File: src/rtl/tlp_route_check.sv
module tlp_route_check #(
  parameter int NPORT = 4,
  parameter int AW    = 32,
  localparam int PW   = $clog2(NPORT)
) (
  input  logic                clk,
  input  logic                rst_n,
  input  logic                hdr_valid,
  input  logic [2:0]          hdr_kind,
  input  logic [AW-1:0]       hdr_addr,
  input  logic [7:0]          hdr_bus,
  input  logic [4:0]          hdr_dev,
  input  logic                msg_vendor,
  input  logic [PW-1:0]       ing_port,
  input  logic [NPORT*AW-1:0] win_base,
  input  logic [NPORT*AW-1:0] win_limit,
  input  logic [7:0]          up_bus,
  input  logic [NPORT*8-1:0]  sec_bus,
  input  logic [NPORT*8-1:0]  sub_bus,
  input  logic [NPORT-1:0]    mem_en,
  input  logic [NPORT-1:0]    io_en,
  input  logic [NPORT-1:0]    bm_en,
  input  logic                dev0_chk_off,
  output logic                out_vld,
  output logic [1:0]          verdict,
  output logic [PW-1:0]       egress
);
  localparam logic [2:0] K_MEM = 3'd0, K_IO = 3'd1, K_CFG0 = 3'd2,
                         K_CFG1 = 3'd3, K_CPL = 3'd4, K_MSG = 3'd5;
  localparam logic [1:0] V_ACC = 2'b00, V_UR = 2'b01, V_UC = 2'b10, V_DROP = 2'b11;
  localparam logic [4:0] NDEV = 5'(NPORT - 1);

  logic [NPORT-1:0] a_hit, b_in, b_sec;
  logic [PW-1:0]    a_idx, b_idx, tgt;
  logic             a_dn, b_dn;
  logic [1:0]       v_n;
  logic [PW-1:0]    e_n;

  for (genvar p = 0; p < NPORT; p++) begin : g_dec
    assign a_hit[p] = (hdr_addr >= win_base[p*AW +: AW]) && (hdr_addr <= win_limit[p*AW +: AW]);
    assign b_in[p]  = (hdr_bus >= sec_bus[p*8 +: 8]) && (hdr_bus <= sub_bus[p*8 +: 8]);
    assign b_sec[p] = (hdr_bus == sec_bus[p*8 +: 8]);
  end

  always_comb begin
    a_idx = '0; b_idx = '0; a_dn = 1'b0; b_dn = 1'b0;
    for (int p = NPORT - 1; p >= 1; p--) begin
      if (a_hit[p]) begin a_idx = PW'(p); a_dn = 1'b1; end
      if (b_in[p])  begin b_idx = PW'(p); b_dn = 1'b1; end
    end
  end

  wire to_switch = (hdr_bus == up_bus) || b_sec[0];
  wire id_noroute = !b_dn && b_in[0];
  wire [PW-1:0] id_tgt = b_dn ? b_idx : '0;

  always_comb begin
    v_n = V_UR;
    e_n = '0;
    tgt = a_dn ? a_idx : '0;
    case (hdr_kind)
      K_MEM, K_IO: begin
        if (ing_port != '0 && !bm_en[ing_port])            v_n = V_UR;
        else if (ing_port == '0 && (!a_hit[0] || !a_dn))   v_n = V_UR;
        else if (ing_port != '0 && !a_dn && a_hit[0])      v_n = V_UR;
        else if (tgt == ing_port)                           v_n = V_UR;
        else if (tgt != '0 && !((hdr_kind == K_MEM) ? mem_en[tgt] : io_en[tgt])) v_n = V_UR;
        else if (tgt == '0 && !bm_en[0])                    v_n = V_UR;
        else begin v_n = V_ACC; e_n = tgt; end
      end
      K_CFG0: if (ing_port == '0) v_n = V_ACC;
      K_CFG1: begin
        if (ing_port != '0) v_n = V_UR;
        else if (b_sec[0]) begin
          if (hdr_dev < NDEV) begin v_n = V_ACC; e_n = PW'(hdr_dev) + PW'(1); end
        end else if (b_dn) begin
          if (b_sec[b_idx] && hdr_dev != 5'd0 && !dev0_chk_off) v_n = V_UR;
          else begin v_n = V_ACC; e_n = b_idx; end
        end
      end
      K_CPL: begin
        if (to_switch) v_n = V_UC;
        else if (!id_noroute && id_tgt != ing_port) begin v_n = V_ACC; e_n = id_tgt; end
      end
      K_MSG: begin
        if (to_switch) begin
          if (b_sec[0] && hdr_dev >= NDEV) v_n = V_UR;
          else if (msg_vendor)             v_n = V_DROP;
        end else if (ing_port == '0 && !msg_vendor) v_n = V_UR;
        else if (!id_noroute && id_tgt != ing_port) begin v_n = V_ACC; e_n = id_tgt; end
      end
      default: v_n = V_UR;
    endcase
  end

  always_ff @(posedge clk or negedge rst_n) begin
    if (!rst_n) begin
      out_vld <= 1'b0;
      verdict <= V_ACC;
      egress  <= '0;
    end else begin
      out_vld <= hdr_valid;
      if (hdr_valid) begin
        verdict <= v_n;
        egress  <= e_n;
      end
    end
  end
endmodule


File: config.mk
export PLATFORM = sky130hd
export DESIGN_NAME = tlp_route_check
export DESIGN_NICKNAME = d
export VERILOG_FILES = /design/src/rtl/tlp_route_check.sv
export SDC_FILE = /design/constraint.sdc
export NUM_CORES = 1
export LEC_CHECK = 0
export ABC_AREA = 0
export ABC_CLOCK_PERIOD_IN_PS = 2500
export BUFFER_PORTS_ARGS = -buffer_cell sky130_fd_sc_hd__buf_2
export CORE_AREA = 2 2 156 158
export CTS_BUF_LIST = sky130_fd_sc_hd__clkbuf_4 sky130_fd_sc_hd__clkbuf_8
export DETAILED_ROUTE_END_ITERATION = 16
export DIE_AREA = 0 0 158 160
export PLACE_DENSITY = 0.69
export SLEW_MARGIN = 30
export SYNTH_ARGS = -nofsm -noshare
export SYNTH_HDL_FRONTEND = slang
export SYNTH_SLANG_ARGS = --single-unit
export TNS_END_PERCENT = 1
File: constraint.sdc
create_clock -name clk -period 2.5 [get_ports clk]
set_input_delay 0.125 -clock clk [delete_from_list [all_inputs] [get_ports clk]]
set_output_delay 0.125 -clock clk [all_outputs]
set_load 0.01 [all_outputs]
==> reports/results.tsv, run 1 <==
metric	value	unit
vias	10885	
hold_ws	0.09512	ns
pwr_density_cell	191.5	nW/um^2
syn_area	8808	um^2
routabilityCongestion	0.8987	
finClkSkew	0	ns
synth_area_leaders	ha_1 (46%), inv_1 (14%), a21oi_1 (6.3%)	
synthFlopType	dfrtp_1	
fin_util	0.5854	
setup.worst_path.end_class	flop	
seq_area	125.1	um^2
yosys.cell_types.count	67	
setup_viol	3	
setup_ws	-0.2465	ns
pin_count	400	
ir_worst_vdd	0.0001837	V
grt_antenna_before_repair	7	
yosys.cell_count.top_type	ha_1	
first_pass_iters	5	
fin_cells	2123	
start_util	0.3698	
core_area	23820	um^2
dieArea	25280	um^2
htreeDepth	1	
worstSkewPairLatency	0.22	ns
grt_use_total	0.2619	
drtAntennaViolNets	0	
dpl.hpwl	31410	um
routedWlPerCell	16.89	um
maxCapViolations	0	
fin_nets	2510	
post-route-period-util	1.099	
rows	57	
cp_max_fo	6	
arrival	2.84	ns
clkTransAtPathRegs	0.04	ns
vias_per_cell	5.127	
crit_chain	buf_6, ha_4, a21o_1, a221o_1, a221oi_2, buf_4, nand4_1, a22oi_2, a21bo_4, nor3b_2, a2bb2oi_2, a221oi_2, or3_1	
drt_iter0_markers	476	
fill_cells	2216	
required	2.59	ns
die_x	158	um
avgSynthCellArea	7.208	um^2
dp_cells	2098	
hold_viol	0	
worstMarginPinSlew	0.4632	ns
synth_nets	1939	
crit_buf_inv	2	
min_period	2.747	ns
first_global_vias	10823	
cts_made_buffers	3	
synth_edf_count	0	
async_reset_ff_frac	1.000	
violations	setup timing	
maxSlewViolCount	0	
die_y	160	um
multi_input_area	8663	um^2
max_freq	364.1	MHz
cp_slowest_cell	a221o_1	
yosys-top-cells-count	ha_1 (322), inv_1 (319), a21oi_1 (111), nand2_1 (63), nand4_1 (59)	
synth_top_area_cell	ha_1	
drc	0	
syn2layout_area_growth	58.31	%
cts.sink_count	5	
finalPower	0.002670	W
cp_top_family	compound AO/OA/AOI/OAI gates	
hold_path.class	input pin to flop	
grt_max_degree	11	
drive_gt1_frac	0.4079	
port_buffers	397	
slowest_delay	0.34	ns
overflow	0	
grt_pass1_wl	52090	um
p_leak	8.016	nW
yosysWarningCount	0	
finalWirelength	35870	um
yosysSeqAreaShare	0.01420	
synth_top_area_frac	0.4574	
syn_inst	1222	
crit_type	input pin to flop	
root_buffer	clkbuf_8	
critPathLaunchType	input pin	
rsz0062_at_grt	yes	
synth_seq_cells	5	
cts_max_path_buffers	2	
cpMostUsedCell	a221oi_2	
cts_tree	done	
status	complete, but fails checks	
relSlewSlack	0.6886	
worst paths after layout:
check                        startpoint    endpoint  slack (ns)  cells after the start
min in group asynchronous         rst_n     out_vld        0.24                      2
hold reg to reg              verdict[1]  verdict[1]        0.47                      1
setup reg to reg             verdict[0]  verdict[0]        1.05                      5
max in group asynchronous         rst_n   egress[1]        2.12                      2
hold / removal                hdr_valid     out_vld         0.1                      1
setup / recovery           hdr_addr[25]  verdict[0]       -0.25                     13
area by class of cell:
cell class              count  share of cell area
flip-flops and latches      5            0.008973
multi-input cells         896              0.6213
clock buffers               4            0.003499
inverters                 319             0.08739
well taps                 324             0.02907
diodes                      7            0.001256
repair buffers            568              0.2485
per-stage QoR:
| stage | worst slack, ns | instance area, um^2 | setup TNS (ns) |
|---|---|---|---|
| floorplan | -0.03111 | 8915 | -0.03111 |
| global placement | -0.7455 | 12470 | -2.066 |
| detailed placement | -0.8482 | 12470 | -2.434 |
| CTS | -0.2965 | 12950 | -0.8178 |
| global route | -0.3264 | 13940 | -0.9054 |
| finish | -0.2465 | 13940 | -0.6103 |
flip-flops by register name, indices dropped and copies added (netlist names):
signal and cells:
egress 2, out_vld 1, verdict 2
where the power goes:
| group | total (W) | internal [W] | switching (W) |
|---|---|---|---|
| clock | 0.000165 | 0.000121 | 0.0000443 |
| sequential | 0.0000933 | 0.0000887 | 0.00000458 |
| combinational | 0.00241 | 0.00121 | 0.00120 |
layout by cell type, fill, tap and decap left out, drive strengths merged, types with 5 or more instances in the layout:
cell type,instances
a2111oi,6
a211oi,16
a21o,33
a21oi,112
a221o,5
a221oi,9
and2,5
and4,11
buf,567
dfrtp,5
diode,7
ha,322
inv,318
nand2,63
nand2b,9
nand3,23
nand4,59
nor2,45
nor2b,15
nor3,15
nor4,10
o211ai,16
o21ai,48
or3,5
xor2,8
cell families after synthesis:
| kind of cell | after synthesis | synth area share |
|---|---|---|
| buffers and inverters | 321 | 0.1376 |
| muxes | 2 | 0.002273 |
| AOI/OAI and AO/OA | 290 | 0.2151 |
| adders and majority gates | 322 | 0.4574 |
| xor gates and xnor gates | 8 | 0.007955 |
| DFF | 5 | 0.01420 |
| and+or+nand+nor | 274 | 0.1655 |
repair_timing:
action,4_1_cts,5_1_grt
pin swaps,32,88
hold buffers,1,0
endpoints found under the hold margin,5,0
resized for setup,62,167
buffers inserted,6,9
endpoints found under the setup margin,3,3
metal layers:
| layer | global-route usage | vias up | part of all wire |
|---|---|---|---|
| met5 | 0 | - | 0.00031 |
| li1 | - | 5484 | - |
| met4 | 0.08968 | 2 | 0.039 |
| met2 | 0.5071 | 402 | 0.51 |
| met3 | 0.02931 | 78 | 0.058 |
| met1 | 0.2897 | 4919 | 0.39 |
Note: power is estimated with default switching activity, not from simulation.
==> run 2, diff against run 1 <==
--- a/config.mk
+++ b/config.mk
@@ -6,13 +6,14 @@
 export NUM_CORES = 1
 export LEC_CHECK = 0
 export ABC_AREA = 0
-export ABC_CLOCK_PERIOD_IN_PS = 2500
+export ABC_CLOCK_PERIOD_IN_PS = 2700
 export BUFFER_PORTS_ARGS = -buffer_cell sky130_fd_sc_hd__buf_2
-export CORE_AREA = 2 2 156 158
+export CAP_MARGIN = 20
+export CORE_AREA = 2 2 157 159
 export CTS_BUF_LIST = sky130_fd_sc_hd__clkbuf_4 sky130_fd_sc_hd__clkbuf_8
 export DETAILED_ROUTE_END_ITERATION = 16
-export DIE_AREA = 0 0 158 160
-export PLACE_DENSITY = 0.69
+export DIE_AREA = 0 0 159 161
+export PLACE_DENSITY = 0.68
 export SLEW_MARGIN = 30
 export SYNTH_ARGS = -nofsm -noshare
 export SYNTH_HDL_FRONTEND = slang
==> constraint.sdc (replaced) <==
create_clock -name clk -period 2.7 [get_ports clk]
set_input_delay 0.135 -clock clk [delete_from_list [all_inputs] [get_ports clk]]
set_output_delay 0.135 -clock clk [all_outputs]
set_load 0.01 [all_outputs]
==> run 2 against run 1 <==
Effect of this change:
- the run still ends with setup timing left
- worst hold slack better by 0.013 ns
- combinational power is 9.1% lower
- sequential power is 7.1% lower
- sequential cell count stayed put
==> reports/results.tsv, run 2 (same netlist as run 1, synthesis figures left out) <==
metric	value	unit	change
finalWirelength	37170	um	was 35870 um
first_pass_iters	4		was 5
die_y	161	um	was 160 um
worstMarginPinSlew	0.4363	ns	was 0.4632 ns
routedWlPerCell	17.45	um	was 16.89 um
final_cell_mix	buf_2 (382), inv_1 (311), ha_1 (290), buf_4 (171), a21oi_1 (99)		was buf_2 (380), inv_1 (308), ha_1 (269), buf_4 (152), a21oi_1 (100)
vias	10925		was 10885
slowest_delay	0.39	ns	was 0.34 ns
tns	-0.01336	ns	was -0.6103 ns
routabilityCongestion	0.9422		was 0.8987
cts.sink_count	5		unchanged
root_buffer	clkbuf_8		unchanged
syn2layout_area_growth	54.16	%	was 58.31%
setup.worst_path.end_class	flop		unchanged
crit_buf_inv	3		was 2
hold_depth	1		unchanged
maxCapViolations	0		unchanged
rsz0062_at_grt	yes		unchanged
r2r-start	verdict[0]		unchanged
drive_gt1_frac	0.3890		was 0.4079
design_area	13580	um^2	was 13940 um^2
min_period	2.713	ns	
worstHoldEndpoint	out_vld		unchanged
htreeDepth	1		unchanged
routedLengthMet1	15040	um	was 14040 um
cp_slowest_cell	or3_1		was a221o_1
r2r_end	verdict[0]		unchanged
ir_worst_vdd	0.0001940	V	was 0.0001837 V
arrival	2.81	ns	was 2.84 ns
reg_top3	egress x2, verdict x2, out_vld x1		unchanged
vias_per_cell	5.129		was 5.127
grt_pass1_wl	56190	um	was 52090 um
core_area	23960	um^2	was 23820 um^2
dp_cells	2108		was 2098
wl_met3	2025	um	was 2093 um
crit_chain	buf_2, ha_1, nand4_1, buf_4, a2111o_1, nand4_1, a22oi_2, a21bo_4, buf_6, nor3_2, o21ai_1, a211oi_2, or3_1		was buf_6, ha_4, a21o_1, a221o_1, a221oi_2, buf_4, nand4_1, a22oi_2, a21bo_4, nor3b_2, a2bb2oi_2, a221oi_2, or3_1
rows	57		unchanged
drtAntennaViolNets	0		unchanged
dpl.hpwl	33430	um	was 31410 um
setup_ws	-0.01336	ns	was -0.2465 ns
placed_area	12450	um^2	was 12470 um^2
met2_length	19040	um	was 18320 um
die_x	159	um	was 158 um
max_freq	368.5	MHz	
regToRegSetupSlack	1.29	ns	was 1.05 ns
post-route-period-util	1.005		
fin_cells	2130		was 2123
drc	0		unchanged
hold_path.class	input pin to flop		unchanged
hold_viol	0		unchanged
clkTransAtPathRegs	0.04	ns	about the same
fill_cells	2253		was 2216
critPathLaunchType	input pin		unchanged
violations	setup timing		unchanged
cp_top_family	compound AO/OA/AOI/OAI gates		unchanged
required	2.79	ns	was 2.59 ns
highest_layer	met5		unchanged
fin_util	0.5667		was 0.5854
pwr_density_cell	178.6	nW/um^2	was 191.5 nW/um^2
pin_count	400		unchanged
grt_use_total	0.2750		was 0.2619
dieArea	25600	um^2	was 25280 um^2
cts_made_buffers	3		unchanged
worstSkewPairLatency	0.22	ns	about the same
fin_nets	2520		was 2510
first_global_vias	11263		was 10823
status	complete, but fails checks		unchanged
start_util	0.3676		was 0.3698
cp_max_fo	8		was 6
relSlewSlack	0.7061		was 0.6886
cts_tree	done		unchanged
setup_viol	1		was 3
cts_max_path_buffers	2		unchanged
final_common_cell	buf_2		unchanged
crit_type	input pin to flop		unchanged
p_leak	8.029	nW	was 8.016 nW
maxSlewViolCount	0		unchanged
rr_worst_depth	5		unchanged
port_buffers	397		unchanged
grt_antenna_before_repair	9		was 7
overflow	0		unchanged
drt_iter0_markers	479		was 476
worstHoldStart	hdr_valid		unchanged
finClkSkew	0	ns	unchanged
cpMostUsedCell	nand4_1		was a221oi_2
grt_max_degree	11		unchanged
==> run 2: cell types whose count changed in the layout (fill, tap and decap cells not counted), moves of 3 or more <==
cell | previous run | this run
ha_4 | 51 | 30
inv_1 | 308 | 311
a211oi_2 | 7 | 4
clkbuf_4 | 1 | 5
a221oi_2 | 6 | 2
ha_1 | 269 | 290
buf_6 | 30 | 15
a211oi_1 | 7 | 11
diode_2 | 7 | 4
buf_4 | 152 | 171
==> run 2: worst max-delay path by stage <==
| stage | end | cells past startpoint | start |
|---|---|---|---|
| 6_report | verdict[0] | 13 | hdr_addr[15] |
| 3_3_place_gp | verdict[0] | 14 | hdr_addr[27] |
| 4_1_cts | verdict[0] | 13 | win_limit[123] |
| 2_1_floorplan | verdict[0] | 12 | win_base[83] |
| 5_1_grt | verdict[0] | 14 | hdr_addr[25] |
| 3_5_place_dp | verdict[0] | 14 | hdr_addr[27] |
==> run 2: cell type report <==
type | count | area (um^2) | area share
diodes | 4 | 10.01 | 0.0007371
clock buffers | 4 | 48.80 | 0.003593
inverters | 319 | 1209 | 0.08901
multi-input cells | 896 | 8292 | 0.6106
flip-flops and latches | 5 | 125.1 | 0.009214
well taps | 324 | 405.4 | 0.02985
repair buffers | 578 | 3490 | 0.2570
==> run 2: repair_timing <==
| item | in CTS | in global routing |
|---|---|---|
| setup buffers | 8 | 7 |
| hold buffers | 1 | 0 |
| endpoints found under the hold margin | 5 | 0 |
| setup endpoints to repair | 3 | 3 |
| pin swaps | 39 | 66 |
| gates resized for setup | 73 | 100 |
==> run 2: power by group <==
group / switching, W / internal [W]
registers: 0.00000447 / 0.0000822
clock network: 0.0000380 / 0.000111
logic: 0.00110 / 0.00109
==> run 2: per-layer routing <==
| layer | vias up | global-route usage |
|---|---|---|
| li1 | 5501 | - |
| met1 | 4971 | 0.3121 |
| met2 | 381 | 0.5425 |
| met3 | 62 | 0.03775 |
| met4 | 10 | 0.05909 |
| met5 | - | 0 |
==> run 2: metrics by stage <==
step           power (W)  setup WS [ns]  hold slack, ns
2_1_floorplan   0.001040         0.1022         -0.1606
3_3_place_gp    0.001968        -0.5501        -0.04510
3_5_place_dp    0.002014        -0.6214        -0.04636
4_1_cts         0.002286       -0.04433          0.1089
5_1_grt         0.002689        -0.1295          0.1092
6_report        0.002425       -0.01336          0.1085
